===== src/rtl/tlb_pkg.sv =====
package tlb_pkg;
  // fault codes reported on rsp_vec
  localparam logic [3:0] VEC_NONE = 4'h0;
  localparam logic [3:0] VEC_MISS = 4'h8;
  localparam logic [3:0] VEC_PID  = 4'hA;
  localparam logic [3:0] VEC_WP   = 4'hB;

  // access type codes in the cause word
  localparam logic [1:0] ACC_RD = 2'b01;
  localparam logic [1:0] ACC_WR = 2'b10;
  localparam int CAUSE_ACC_LSB = 8;

  // data word flag positions
  localparam int LO_GLOBAL = 4;
  localparam int LO_VALID  = 3;
  localparam int LO_WRITE  = 1;

  // config word check enables
  localparam int CFG_CHK_VALID = 16;
  localparam int CFG_CHK_WRITE = 19;

  typedef enum logic [1:0] {
    RES_HIT  = 2'd0,
    RES_MISS = 2'd1,
    RES_PID  = 2'd2,
    RES_WP   = 2'd3
  } lookup_res_e;
endpackage


===== src/rtl/tlb_store.sv =====
module tlb_store #(
  parameter int WAYS   = 4,
  parameter int SETS   = 16,
  parameter int WORD_W = 32,
  localparam int IDX_W = $clog2(SETS),
  localparam int WAY_W = $clog2(WAYS)
) (
  input  logic                        clk,
  input  logic                        rst_n,
  input  logic                        wr_en,
  input  logic [WAY_W-1:0]            wr_way,
  input  logic [IDX_W-1:0]            wr_idx,
  input  logic [WORD_W-1:0]           wr_hi,
  input  logic [WORD_W-1:0]           wr_lo,
  input  logic [IDX_W-1:0]            rd_idx,
  output logic [WAYS-1:0][WORD_W-1:0] rd_hi,
  output logic [WAYS-1:0][WORD_W-1:0] rd_lo
);
  for (genvar w = 0; w < WAYS; w++) begin : g_way
    logic [SETS-1:0][WORD_W-1:0] hi_mem;
    logic [SETS-1:0][WORD_W-1:0] lo_mem;
    logic                        way_we;

    always_comb begin
      way_we = wr_en && (wr_way == WAY_W'(w));
    end

    always_ff @(posedge clk or negedge rst_n) begin
      if (!rst_n) begin
        hi_mem <= '0;
        lo_mem <= '0;
      end else if (way_we) begin
        hi_mem[wr_idx] <= wr_hi;
        lo_mem[wr_idx] <= wr_lo;
      end
    end

    always_comb begin
      rd_hi[w] = hi_mem[rd_idx];
      rd_lo[w] = lo_mem[rd_idx];
    end
  end
endmodule


===== src/rtl/tlb_match.sv =====
module tlb_match #(
  parameter int WAYS       = 4,
  parameter int WORD_W     = 32,
  parameter int PAGE_SHIFT = 13,
  parameter int PID_W      = 8,
  localparam int VPN_W     = WORD_W - PAGE_SHIFT
) (
  input  logic [WAYS-1:0][WORD_W-1:0] way_hi,
  input  logic [WAYS-1:0][WORD_W-1:0] way_lo,
  input  logic [VPN_W-1:0]            vpn,
  output logic                        found,
  output logic [PID_W-1:0]            ent_pid,
  output logic [WORD_W-1:0]           ent_lo
);
  logic [WAYS-1:0] way_eq;

  for (genvar w = 0; w < WAYS; w++) begin : g_cmp
    assign way_eq[w] = (way_hi[w][WORD_W-1:PAGE_SHIFT] == vpn);
  end

  // lowest matching way wins: scan from the top so the lowest lands last
  always_comb begin
    found   = 1'b0;
    ent_pid = '0;
    ent_lo  = '0;
    for (int w = WAYS - 1; w >= 0; w--) begin
      if (way_eq[w]) begin
        found   = 1'b1;
        ent_pid = way_hi[w][PID_W-1:0];
        ent_lo  = way_lo[w];
      end
    end
  end

  logic unused_hi_bits;
  always_comb begin
    unused_hi_bits = 1'b0;
    for (int w = 0; w < WAYS; w++) begin
      unused_hi_bits = unused_hi_bits ^ (^way_hi[w][PAGE_SHIFT-1:PID_W]);
    end
  end
endmodule


===== src/rtl/tlb_check.sv =====
module tlb_check
  import tlb_pkg::*;
#(
  parameter int WORD_W     = 32,
  parameter int PAGE_SHIFT = 13,
  parameter int PID_W      = 8,
  parameter int IDX_W      = 4,
  localparam int VPN_W     = WORD_W - PAGE_SHIFT
) (
  input  logic              found,
  input  logic [PID_W-1:0]  ent_pid,
  input  logic [WORD_W-1:0] ent_lo,
  input  logic [WORD_W-1:0] vaddr,
  input  logic              is_write,
  input  logic [PID_W-1:0]  cur_pid,
  input  logic              chk_valid,
  input  logic              chk_write,
  output logic              hit,
  output logic [3:0]        vec,
  output logic [WORD_W-1:0] paddr,
  output logic              upd_cause,
  output logic              upd_sel,
  output logic [WORD_W-1:0] cause_val,
  output logic [WORD_W-1:0] sel_val
);
  localparam logic [PID_W-1:0] PID_ANY = '1;

  lookup_res_e res;
  logic        bad_valid;
  logic        bad_owner;
  logic        bad_write;
  logic [VPN_W-1:0] vpn;
  logic [IDX_W-1:0] row;

  assign vpn = vaddr[WORD_W-1:PAGE_SHIFT];
  assign row = vaddr[PAGE_SHIFT+IDX_W-1:PAGE_SHIFT];

  always_comb begin
    bad_valid = chk_valid && !ent_lo[LO_VALID];
    bad_owner = !ent_lo[LO_GLOBAL] && (ent_pid != PID_ANY) && (ent_pid != cur_pid);
    bad_write = is_write && chk_write && !ent_lo[LO_WRITE];
  end

  // fault priority: miss/invalid, owner, write protection
  always_comb begin
    if (!found || bad_valid) res = RES_MISS;
    else if (bad_owner)      res = RES_PID;
    else if (bad_write)      res = RES_WP;
    else                     res = RES_HIT;
  end

  always_comb begin
    hit       = (res == RES_HIT);
    upd_cause = !hit;
    upd_sel   = (res == RES_MISS);
    paddr     = '0;
    case (res)
      RES_MISS: vec = VEC_MISS;
      RES_PID:  vec = VEC_PID;
      RES_WP:   vec = VEC_WP;
      default:  vec = VEC_NONE;
    endcase
    if (hit) begin
      paddr = {ent_lo[WORD_W-1:PAGE_SHIFT], vaddr[PAGE_SHIFT-1:0]};
    end
  end

  always_comb begin
    cause_val = '0;
    cause_val[WORD_W-1:PAGE_SHIFT] = vpn;
    cause_val[CAUSE_ACC_LSB +: 2]  = is_write ? ACC_WR : ACC_RD;
    cause_val[PID_W-1:0]           = cur_pid;
    sel_val = '0;
    sel_val[IDX_W-1:0] = row;
  end

  logic unused_lo_bits;
  assign unused_lo_bits = ^{ent_lo[PAGE_SHIFT-1:LO_GLOBAL+1], ent_lo[LO_VALID-1], ent_lo[0]};
endmodule


===== src/rtl/tlb_lookup_unit.sv =====
module tlb_lookup_unit
  import tlb_pkg::*;
#(
  parameter int WAYS       = 4,
  parameter int SETS       = 16,
  parameter int WORD_W     = 32,
  parameter int PAGE_SHIFT = 13,
  parameter int PID_W      = 8,
  localparam int IDX_W     = $clog2(SETS),
  localparam int WAY_W     = $clog2(WAYS),
  localparam int VPN_W     = WORD_W - PAGE_SHIFT
) (
  input  logic              clk,
  input  logic              rst_n,
  input  logic              req_valid,
  input  logic [WORD_W-1:0] req_vaddr,
  input  logic              req_write,
  input  logic [PID_W-1:0]  cur_pid,
  input  logic [WORD_W-1:0] cfg_word,
  input  logic              ld_en,
  input  logic [WAY_W-1:0]  ld_way,
  input  logic [IDX_W-1:0]  ld_idx,
  input  logic [WORD_W-1:0] ld_hi,
  input  logic [WORD_W-1:0] ld_lo,
  output logic              rsp_valid,
  output logic              rsp_hit,
  output logic [3:0]        rsp_vec,
  output logic [WORD_W-1:0] rsp_paddr,
  output logic [WORD_W-1:0] cause_q,
  output logic [WORD_W-1:0] sel_q
);
  // reset: asserted asynchronously, released on a clock edge
  logic [1:0] rst_pipe;
  logic       rst_sync_n;

  always_ff @(posedge clk or negedge rst_n) begin
    if (!rst_n) rst_pipe <= 2'b00;
    else        rst_pipe <= {rst_pipe[0], 1'b1};
  end
  assign rst_sync_n = rst_pipe[1];

  logic [WAYS-1:0][WORD_W-1:0] row_hi;
  logic [WAYS-1:0][WORD_W-1:0] row_lo;
  logic                        m_found;
  logic [PID_W-1:0]            m_pid;
  logic [WORD_W-1:0]           m_lo;
  logic                        c_hit;
  logic [3:0]                  c_vec;
  logic [WORD_W-1:0]           c_paddr;
  logic                        c_upd_cause;
  logic                        c_upd_sel;
  logic [WORD_W-1:0]           c_cause;
  logic [WORD_W-1:0]           c_sel;

  tlb_store #(.WAYS(WAYS), .SETS(SETS), .WORD_W(WORD_W)) u_store (
    .clk    (clk),
    .rst_n  (rst_sync_n),
    .wr_en  (ld_en),
    .wr_way (ld_way),
    .wr_idx (ld_idx),
    .wr_hi  (ld_hi),
    .wr_lo  (ld_lo),
    .rd_idx (req_vaddr[PAGE_SHIFT+IDX_W-1:PAGE_SHIFT]),
    .rd_hi  (row_hi),
    .rd_lo  (row_lo)
  );

  tlb_match #(.WAYS(WAYS), .WORD_W(WORD_W), .PAGE_SHIFT(PAGE_SHIFT), .PID_W(PID_W)) u_match (
    .way_hi  (row_hi),
    .way_lo  (row_lo),
    .vpn     (req_vaddr[WORD_W-1:PAGE_SHIFT]),
    .found   (m_found),
    .ent_pid (m_pid),
    .ent_lo  (m_lo)
  );

  tlb_check #(.WORD_W(WORD_W), .PAGE_SHIFT(PAGE_SHIFT), .PID_W(PID_W), .IDX_W(IDX_W)) u_check (
    .found     (m_found),
    .ent_pid   (m_pid),
    .ent_lo    (m_lo),
    .vaddr     (req_vaddr),
    .is_write  (req_write),
    .cur_pid   (cur_pid),
    .chk_valid (cfg_word[CFG_CHK_VALID]),
    .chk_write (cfg_word[CFG_CHK_WRITE]),
    .hit       (c_hit),
    .vec       (c_vec),
    .paddr     (c_paddr),
    .upd_cause (c_upd_cause),
    .upd_sel   (c_upd_sel),
    .cause_val (c_cause),
    .sel_val   (c_sel)
  );

  // next state
  logic              nxt_valid;
  logic              nxt_hit;
  logic [3:0]        nxt_vec;
  logic [WORD_W-1:0] nxt_paddr;
  logic [WORD_W-1:0] nxt_cause;
  logic [WORD_W-1:0] nxt_sel;
  logic              rsp_en;
  logic              cause_en;
  logic              sel_en;

  always_comb begin
    nxt_valid = req_valid;
    rsp_en    = req_valid;
    cause_en  = req_valid && c_upd_cause;
    sel_en    = req_valid && c_upd_sel;
    nxt_hit   = c_hit;
    nxt_vec   = c_vec;
    nxt_paddr = c_paddr;
    nxt_cause = c_cause;
    nxt_sel   = c_sel;
  end

  // registers
  always_ff @(posedge clk or negedge rst_sync_n) begin
    if (!rst_sync_n) begin
      rsp_valid <= 1'b0;
      rsp_hit   <= 1'b0;
      rsp_vec   <= '0;
      rsp_paddr <= '0;
      cause_q   <= '0;
      sel_q     <= '0;
    end else begin
      rsp_valid <= nxt_valid;
      if (rsp_en) begin
        rsp_hit   <= nxt_hit;
        rsp_vec   <= nxt_vec;
        rsp_paddr <= nxt_paddr;
      end
      if (cause_en) cause_q <= nxt_cause;
      if (sel_en)   sel_q   <= nxt_sel;
    end
  end

  logic unused_cfg_bits;
  assign unused_cfg_bits = ^{cfg_word[WORD_W-1:CFG_CHK_WRITE+1],
                             cfg_word[CFG_CHK_WRITE-1:CFG_CHK_VALID+1],
                             cfg_word[CFG_CHK_VALID-1:0]};
endmodule


===== config.mk =====
export PLATFORM = sky130hd
export DESIGN_NAME = tlb_lookup_unit
export DESIGN_NICKNAME = d
export VERILOG_FILES = /design/src/rtl/tlb_pkg.sv /design/src/rtl/tlb_store.sv /design/src/rtl/tlb_match.sv /design/src/rtl/tlb_check.sv /design/src/rtl/tlb_lookup_unit.sv
export SDC_FILE = /design/constraint.sdc
export NUM_CORES = 2
export LEC_CHECK = 0
export BUFFER_PORTS_ARGS = -buffer_cell sky130_fd_sc_hd__buf_2
export CAP_MARGIN = 15
export CORE_ASPECT_RATIO = 0.7
export CORE_MARGIN = 2
export CORE_UTILIZATION = 59
export CTS_BUF_LIST = sky130_fd_sc_hd__clkbuf_16
export DETAILED_ROUTE_END_ITERATION = 10
export PLACE_DENSITY = 0.86
export SYNTH_ARGS = -nofsm -noshare
export SYNTH_HDL_FRONTEND = slang
export SYNTH_SLANG_ARGS = --single-unit

===== constraint.sdc =====
create_clock -name clk -period 198.6 [get_ports clk]
set_input_delay 19.86 -clock clk [delete_from_list [all_inputs] [get_ports clk]]
set_output_delay 19.86 -clock clk [all_outputs]
set_load 0.05 [all_outputs]

; ---- After elaboration in Yosys (flattened, before gate mapping)
; Cells that the tools add are included.
[classes]
magnitude_cmp = 3
n_eq_ne = 12
n_mux = 44
reduce_logical = 20
[ops]
columns = operator, count
row1 = bitwise mux 512 bit, 8
row2 = binary-select mux 32 bit (select 4 bit), 8
row3 = two-way mux 32 bit, 14
row4 = demux 32 bit (select 4 bit), 1
row5 = == test 19 bit, 4
row6 = two-way mux 8 bit, 4
row7 = logical AND 1 bit, 12
row8 = one-hot mux 4 bit (3 select lines), 1
row9 = less-than comparator 4 x 5 -> 1 bit (second input constant), 2
row10 = == test 2 bit (second input constant), 4
row11 = two-way mux 2 bit, 4
row12 = inequality test 8 bit, 1
row13 = inequality test 8 bit (second input constant), 1
row14 = logical NOT 1 bit, 5
row15 = == test 2 x 1 -> 1 bit (second input constant), 2
row16 = >= comparator 4 x 1 -> 1 bit (second input constant), 1
row17 = logical NOT 2 bit, 2
row18 = two-way mux 1 bit, 4
row19 = logical OR 1 bit, 1
[word_totals]
register_bits = 4169
out_inout_bits = 102
word_cells = 214

; ---- Depth between registers and ports, before layout
[logic_depth]
ltp_word = 15
mapped_depth = 25
ltp_nobuf = 13

; ---- Hierarchy
; From an unflattened synthesis, not the netlist that was laid out.
[unflattened]
hier_cells = 12237
area_unflattened_um2 = 189422.9
[modules_own_cells]
columns = mod, instances, cells_each, area_each_um2
row1 = tlb_store, 1, 11553, 182191.0
row2 = tlb_lookup_unit, 1, 218, 3811.2
row3 = tlb_match, 1, 336, 2501.1
row4 = tlb_check, 1, 130, 919.6

; ---- Worst setup path before layout
; No wires, ideal clock.
[synth_timing]
path_type = input -> register
start = input req_vaddr[13]
end = register rsp_paddr[13]
setup_ps = 121
arrival_ps = 24509
path_slack_ps = 173970
cell_stages = 20
path_buffers = 15
path_cell_list = buf_6 buf_12 buf_12 buf_12 buf_6 buf_6 buf_4 buf_6 buf_2 buf_2 buf_2 buf_2 clkbuf_1 clkbuf_1 buf_2 mux4_2 mux4_2 nand2_1 o31ai_1 a22o_1
[synth_via]
elab_chain_len = 14
elab_cells_between_ends = 48
cone_classes = 6 x eq/ne / 32 x mux / 10 x reduce/logical
[synth_rtl]
columns = element, line
row1 = "start, declared", tlb_lookup_unit.sv:16  ; input logic [WORD_W-1:0] req_vaddr,
row2 = binary-select mux 32 bit (select 4 bit), tlb_store.sv:39  ; rd_hi[w] = hi_mem[rd_idx];
row3 = two-way mux 32 bit (not written as such), tlb_store.sv:39
row4 = == test 19 bit, tlb_match.sv:18  ; assign way_eq[w] = (way_hi[w][WORD_W-1:PAGE_SHIFT] == vpn);
row5 = two-way mux 8 bit / two-way mux 32 bit (equally long branches) (4 in series), tlb_match.sv:27  ; if (way_eq[w]) begin
row6 = inequality test 8 bit (tied with other cells), tlb_check.sv:40  ; bad_owner = !ent_lo[LO_GLOBAL] && (ent_pid != PID_ANY) && (ent_pid != cur_pid);
row7 = "logical AND 1 bit, on equally long branches", "tlb_check.sv:40, tlb_check.sv:41"
row8 = logical AND 1 bit / two-way mux 2 bit (equally long branches), "tlb_check.sv:40, tlb_check.sv:48"
row9 = two-way mux 2 bit, tlb_check.sv:47  ; else if (bad_owner) res = RES_PID;
row10 = two-way mux 2 bit, tlb_check.sv:46  ; if (!found || bad_valid) res = RES_MISS;
row11 = logical NOT 2 bit, tlb_check.sv:53  ; hit = (res == RES_HIT);
row12 = two-way mux 32 bit (*), tlb_check.sv:63  ; if (hit) begin
row13 = "end signal, assigned", tlb_lookup_unit.sv:132  ; rsp_paddr <= nxt_paddr;
row14 = "end, declared", tlb_lookup_unit.sv:28  ; output logic [WORD_W-1:0] rsp_paddr,
; Mark *: on every way between the ends. The rest lies on a longest branch, timed or not. The select of a mux whose other input is x is not followed.
; A chain may end at the register's enable or synchronous reset.

; ---- Worst setup path after layout
[layout_timing]
start = input req_vaddr[13]
end = register cause_q[17]
[layout_via]
elab_chain_len = 15
elab_cells_between_ends = 49
cone_classes = 6 x eq/ne / 31 x mux / 12 x reduce/logical
[layout_rtl]
columns = element, line
row1 = binary-select mux 32 bit (select 4 bit), tlb_store.sv:39
row2 = two-way mux 32 bit (not written as such), tlb_store.sv:39
row3 = == test 19 bit, tlb_match.sv:18
row4 = two-way mux 8 bit / two-way mux 32 bit (equally long branches) (4 in series), tlb_match.sv:27
row5 = inequality test 8 bit (tied with other cells), tlb_check.sv:40
row6 = "logical AND 1 bit, on equally long branches", "tlb_check.sv:40, tlb_check.sv:41"
row7 = logical AND 1 bit / two-way mux 2 bit (equally long branches), "tlb_check.sv:40, tlb_check.sv:48"
row8 = two-way mux 2 bit, tlb_check.sv:47
row9 = two-way mux 2 bit (*), tlb_check.sv:46
row10 = logical NOT 2 bit (*), tlb_check.sv:53
row11 = logical NOT 1 bit (*), tlb_check.sv:54  ; upd_cause = !hit;
row12 = logical AND 1 bit (*), tlb_lookup_unit.sv:109  ; cause_en = req_valid && c_upd_cause;
row13 = "end signal, assigned", tlb_lookup_unit.sv:134  ; if (cause_en) cause_q <= nxt_cause;
row14 = "end, declared", tlb_lookup_unit.sv:29  ; output logic [WORD_W-1:0] cause_q,
; Marks and branches as above.

==> impl_metrics.py <==
metrics = {
    "timing": {
        "setup_tns_ns": 0,
        "finalHoldViolCount": 0,
        "maxSlewViolCount": 0,
        "clock.fmax_ghz": 0.0351,
        "finalSetupViolCount": 0,
        "rsz0062_at_grt": "no",
        "finClkSkew_ns": 0.0506,
        "max_slew_margin_pct": 11.1,
        "worstMarginPinSlew_ns": 1.33,
        "final.period_utilization_pct": 14.3,
        "fin_crit_ns": 28.50,
    },
    "finish": {
        "synthToLayoutAreaGrowth_pct": 8.69,
        "final_cell_mix": "3207 x dfrtp_1, 3168 x mux2_2, 746 x mux4_2",
        "final_common_cell": "dfrtp_1",
        "fin_area_um2": 159000,
        "postLayoutCoreUtil_pct": 64.7,
        "drive_gt1_share_pct": 51.5,
        "final_nets": 9215,
    },
    "clock_tree": {
        "cts_tree": "built",
        "ctsHtreeMaxLevel": 5,
        "clk_pin_slew_worst_paths_ns": 0.07,
        "cts_max_path_buffers": 4,
        "postCtsSetupRepairBufs": 0,
        "cts_resized": 0,
        "clock_latency_ns": 0.90,
        "cts_made_buffers": 307,
        "root_buffer": "clkbuf_16",
        "cts.sink_count": 3208,
        "cts_hold_buf": 0,
    },
    "die": {
        "pin_count": 249,
        "die_width_um": 599,
        "die_height_um": 421,
        "rows": 152,
        "dieArea_um2": 252000,
        "initial_core_util_pct": 59.5,
        "core_um2": 246000,
    },
    "route": {
        "wl_um": 427000,
        "drcViolationCount": 0,
        "vias": 88100,
        "detail_route.wl_per_cell_um": 33.8,
        "first_pass_iters": 8,
        "ant_nets": 0,
        "vias_per_cell": 6.97,
        "first_iter_violations": 10900,
    },
    "worst_setup_path": {
        "cpMostUsedCell": "buf_4",
        "startpoint_type": "primary input",
        "criticalPathCategory": "primary input to register",
        "critPathMaxStageDelay_ns": 0.92,
        "path_max_fanout": 80,
        "crit_chain": "buf_12, buf_4, buf_4, buf_4, mux4_2, mux2i_1, xor2_1, nor2_1, a2111oi_2, nand4_1, or2_1, o22ai_1, o211ai_1, nor2b_1, nor4b_1, a211oi_4, buf_4, mux2_1",
        "critPathCaptureType": "register",
        "ff2ff_setup_slack_ns": 190.87,
        "slowest_stage": "a2111oi_2",
        "critPathArrivalTime_ns": 29.26,
        "cp.required_ns": 199.37,
        "crit_buf_inv": 5,
        "crit_family": "buffers and inverters",
    },
    "synth": {
        "synth.area.mux_share_pct": 37.9,
        "syn_area_per_cell_um2": 15.6,
        "synth_top_family_by_area": "multiplexers",
        "ys.warnings.count": 0,
        "ys.flop_type": "dfrtp_1",
        "synthCells": 9374,
        "yosys.area_share.simple_pct": 1.54,
        "synth-compound-area-share_pct": 2.17,
        "ys_types": 94,
        "synth-xor-area-share_pct": 0.365,
        "synth-async-reset-ratio_pct": 100,
        "synth_fa_ha_area_share_pct": 0,
        "ys_seq_area_share_pct": 54.9,
        "synth_seq_cells": 3208,
        "synth_area_um2": 146000,
        "synth_edf_count": 0,
    },
    "place": {
        "post-dp-hpwl_um": 236000,
        "globalplace.congestion": 0.921,
        "io_buffers": 171,
        "placed_cell_area_um2": 149000,
    },
    "pwr": {
        "ir_worst_vdd_mv": 0.00746,
        "p_per_area_nw_per_um2": 9.89,
        "leakagePower_nw": 75.0,
    },
    "grt": {
        "globalRouteTotalUtil_pct": 34.3,
        "grt_pass1_vias": 91900,
        "antenna_found_initial": 26,
        "grt_max_degree": 200,
        "grt_pass1_wl_um": 627000,
        "grt_overflow": 0,
    },
    "min_path": {
        "min_path_type": "register to register",
    },
    "outcome": {
        "outcome": "complete, no violations",
    },
    "flow_run": {
        "cap_violations": 0,
    },
}
## through the flow
step                std cells  total power, mW  worst slack, ns  hold WS (ns)
CTS                     12600             1.57           170.50         0.354
floorplan                9405            0.956           102.56         0.331
global route            12600             1.62           169.99         0.361
detailed placement      12100             1.00           169.63         0.337
global placement        12100            0.980           169.78         0.338
finish                  12600             1.57           170.10         0.351
## area by class of cell
cell class,instances,area [µm²]
Multi-Input combinational cell,5162,62100
Clock inverter,226,1810
Clock buffer,311,7780
Timing Repair Buffer,353,2670
Tap cell,3311,4140
Sequential cell,3208,80300
Fill cell,15900,86900
Inverter,36,143
Antenna cell,22,55.1
## registers in the layout, summed over array words and instances (netlist names)
name                  cells
cause_q                  29
rsp_hit                   1
rsp_paddr                32
rsp_valid                 1
rsp_vec                   3
rst_pipe                  2
sel_q                     4
u_store.g_way.hi_mem   1728
u_store.g_way.lo_mem   1408
## synthesized netlist by cell type, types with 38 or more instances
cell      number  area share [%]
clkbuf_1     651             1.7
a21oi_1       46            0.16
nand3_1       38            0.13
buf_1        146            0.37
buf_4         68            0.35
dfrtp_1     3208              55
nor2_1       105            0.27
a22o_1        39            0.23
a22oi_1       79            0.41
mux4_2       746              11
mux2i_1      248             1.7
mux2_2      3168              24
xnor2_1       47            0.28
nand2_1      144            0.37
buf_2         91            0.31
## logic make-up (layout without fill, tap and decap cells)
logic type	Yosys count	in the layout
AOI/OAI and AO/OA	419	419
and+or+nand+nor	452	452
other	2	55
xor gates and xnor gates	61	61
DFF	3208	3208
buffers and inverters	1035	926
muxes	4197	4197
## power by group
part | internal (mW) | total [mW] | leakage, nW | switching, mW
combinational | 0.116 | 0.213 | 27.5 | 0.0968
sequential | 0.739 | 0.785 | 42.6 | 0.0459
clock | 0.317 | 0.575 | 4.96 | 0.258
total | 1.17 | 1.57 | 75.0 | 0.400
## worst reg2reg max path, stage by stage, from the launching register on
cell,delay [ns]
dfrtp_1,0.37
or3b_1,0.35
o211ai_1,0.12
o2111ai_1,0.38
o22ai_1,0.93
o211ai_1,0.72
or4_1,0.88
and3_2,0.31
buf_4,0.35
a221o_1,0.40
o21ai_0,0.21
o21ai_0,0.44
a41o_1,0.38
a211oi_4,0.78
buf_4,0.54
mux2_1,0.44
## worst paths after layout
kind	from	endpoint	cells after the start
max	req_vaddr[13]	cause_q[17]	18
min	rst_pipe[0]	rst_pipe[1]	0
max reg2reg	u_store.g_way[2].hi_mem[144]	cause_q[17]	15
min reg2reg	rst_pipe[0]	rst_pipe[1]	0
max in group asynchronous	rst_n	rst_pipe[1]	1
min in group asynchronous	rst_pipe[1]	u_store.g_way[2].hi_mem[180]	0
## metal layers
| layer | share of wire [%] | routed length (µm) | track usage (%) |
|---|---|---|---|
| met5 | 0.039 | 168 | 0 |
| met4 | 5.1 | 21900 | 15.6 |
| met3 | 13 | 55500 | 12.8 |
| met2 | 44 | 188000 | 49.4 |
| met1 | 38 | 162000 | 46.5 |
(Power assumes the default switching activity.)
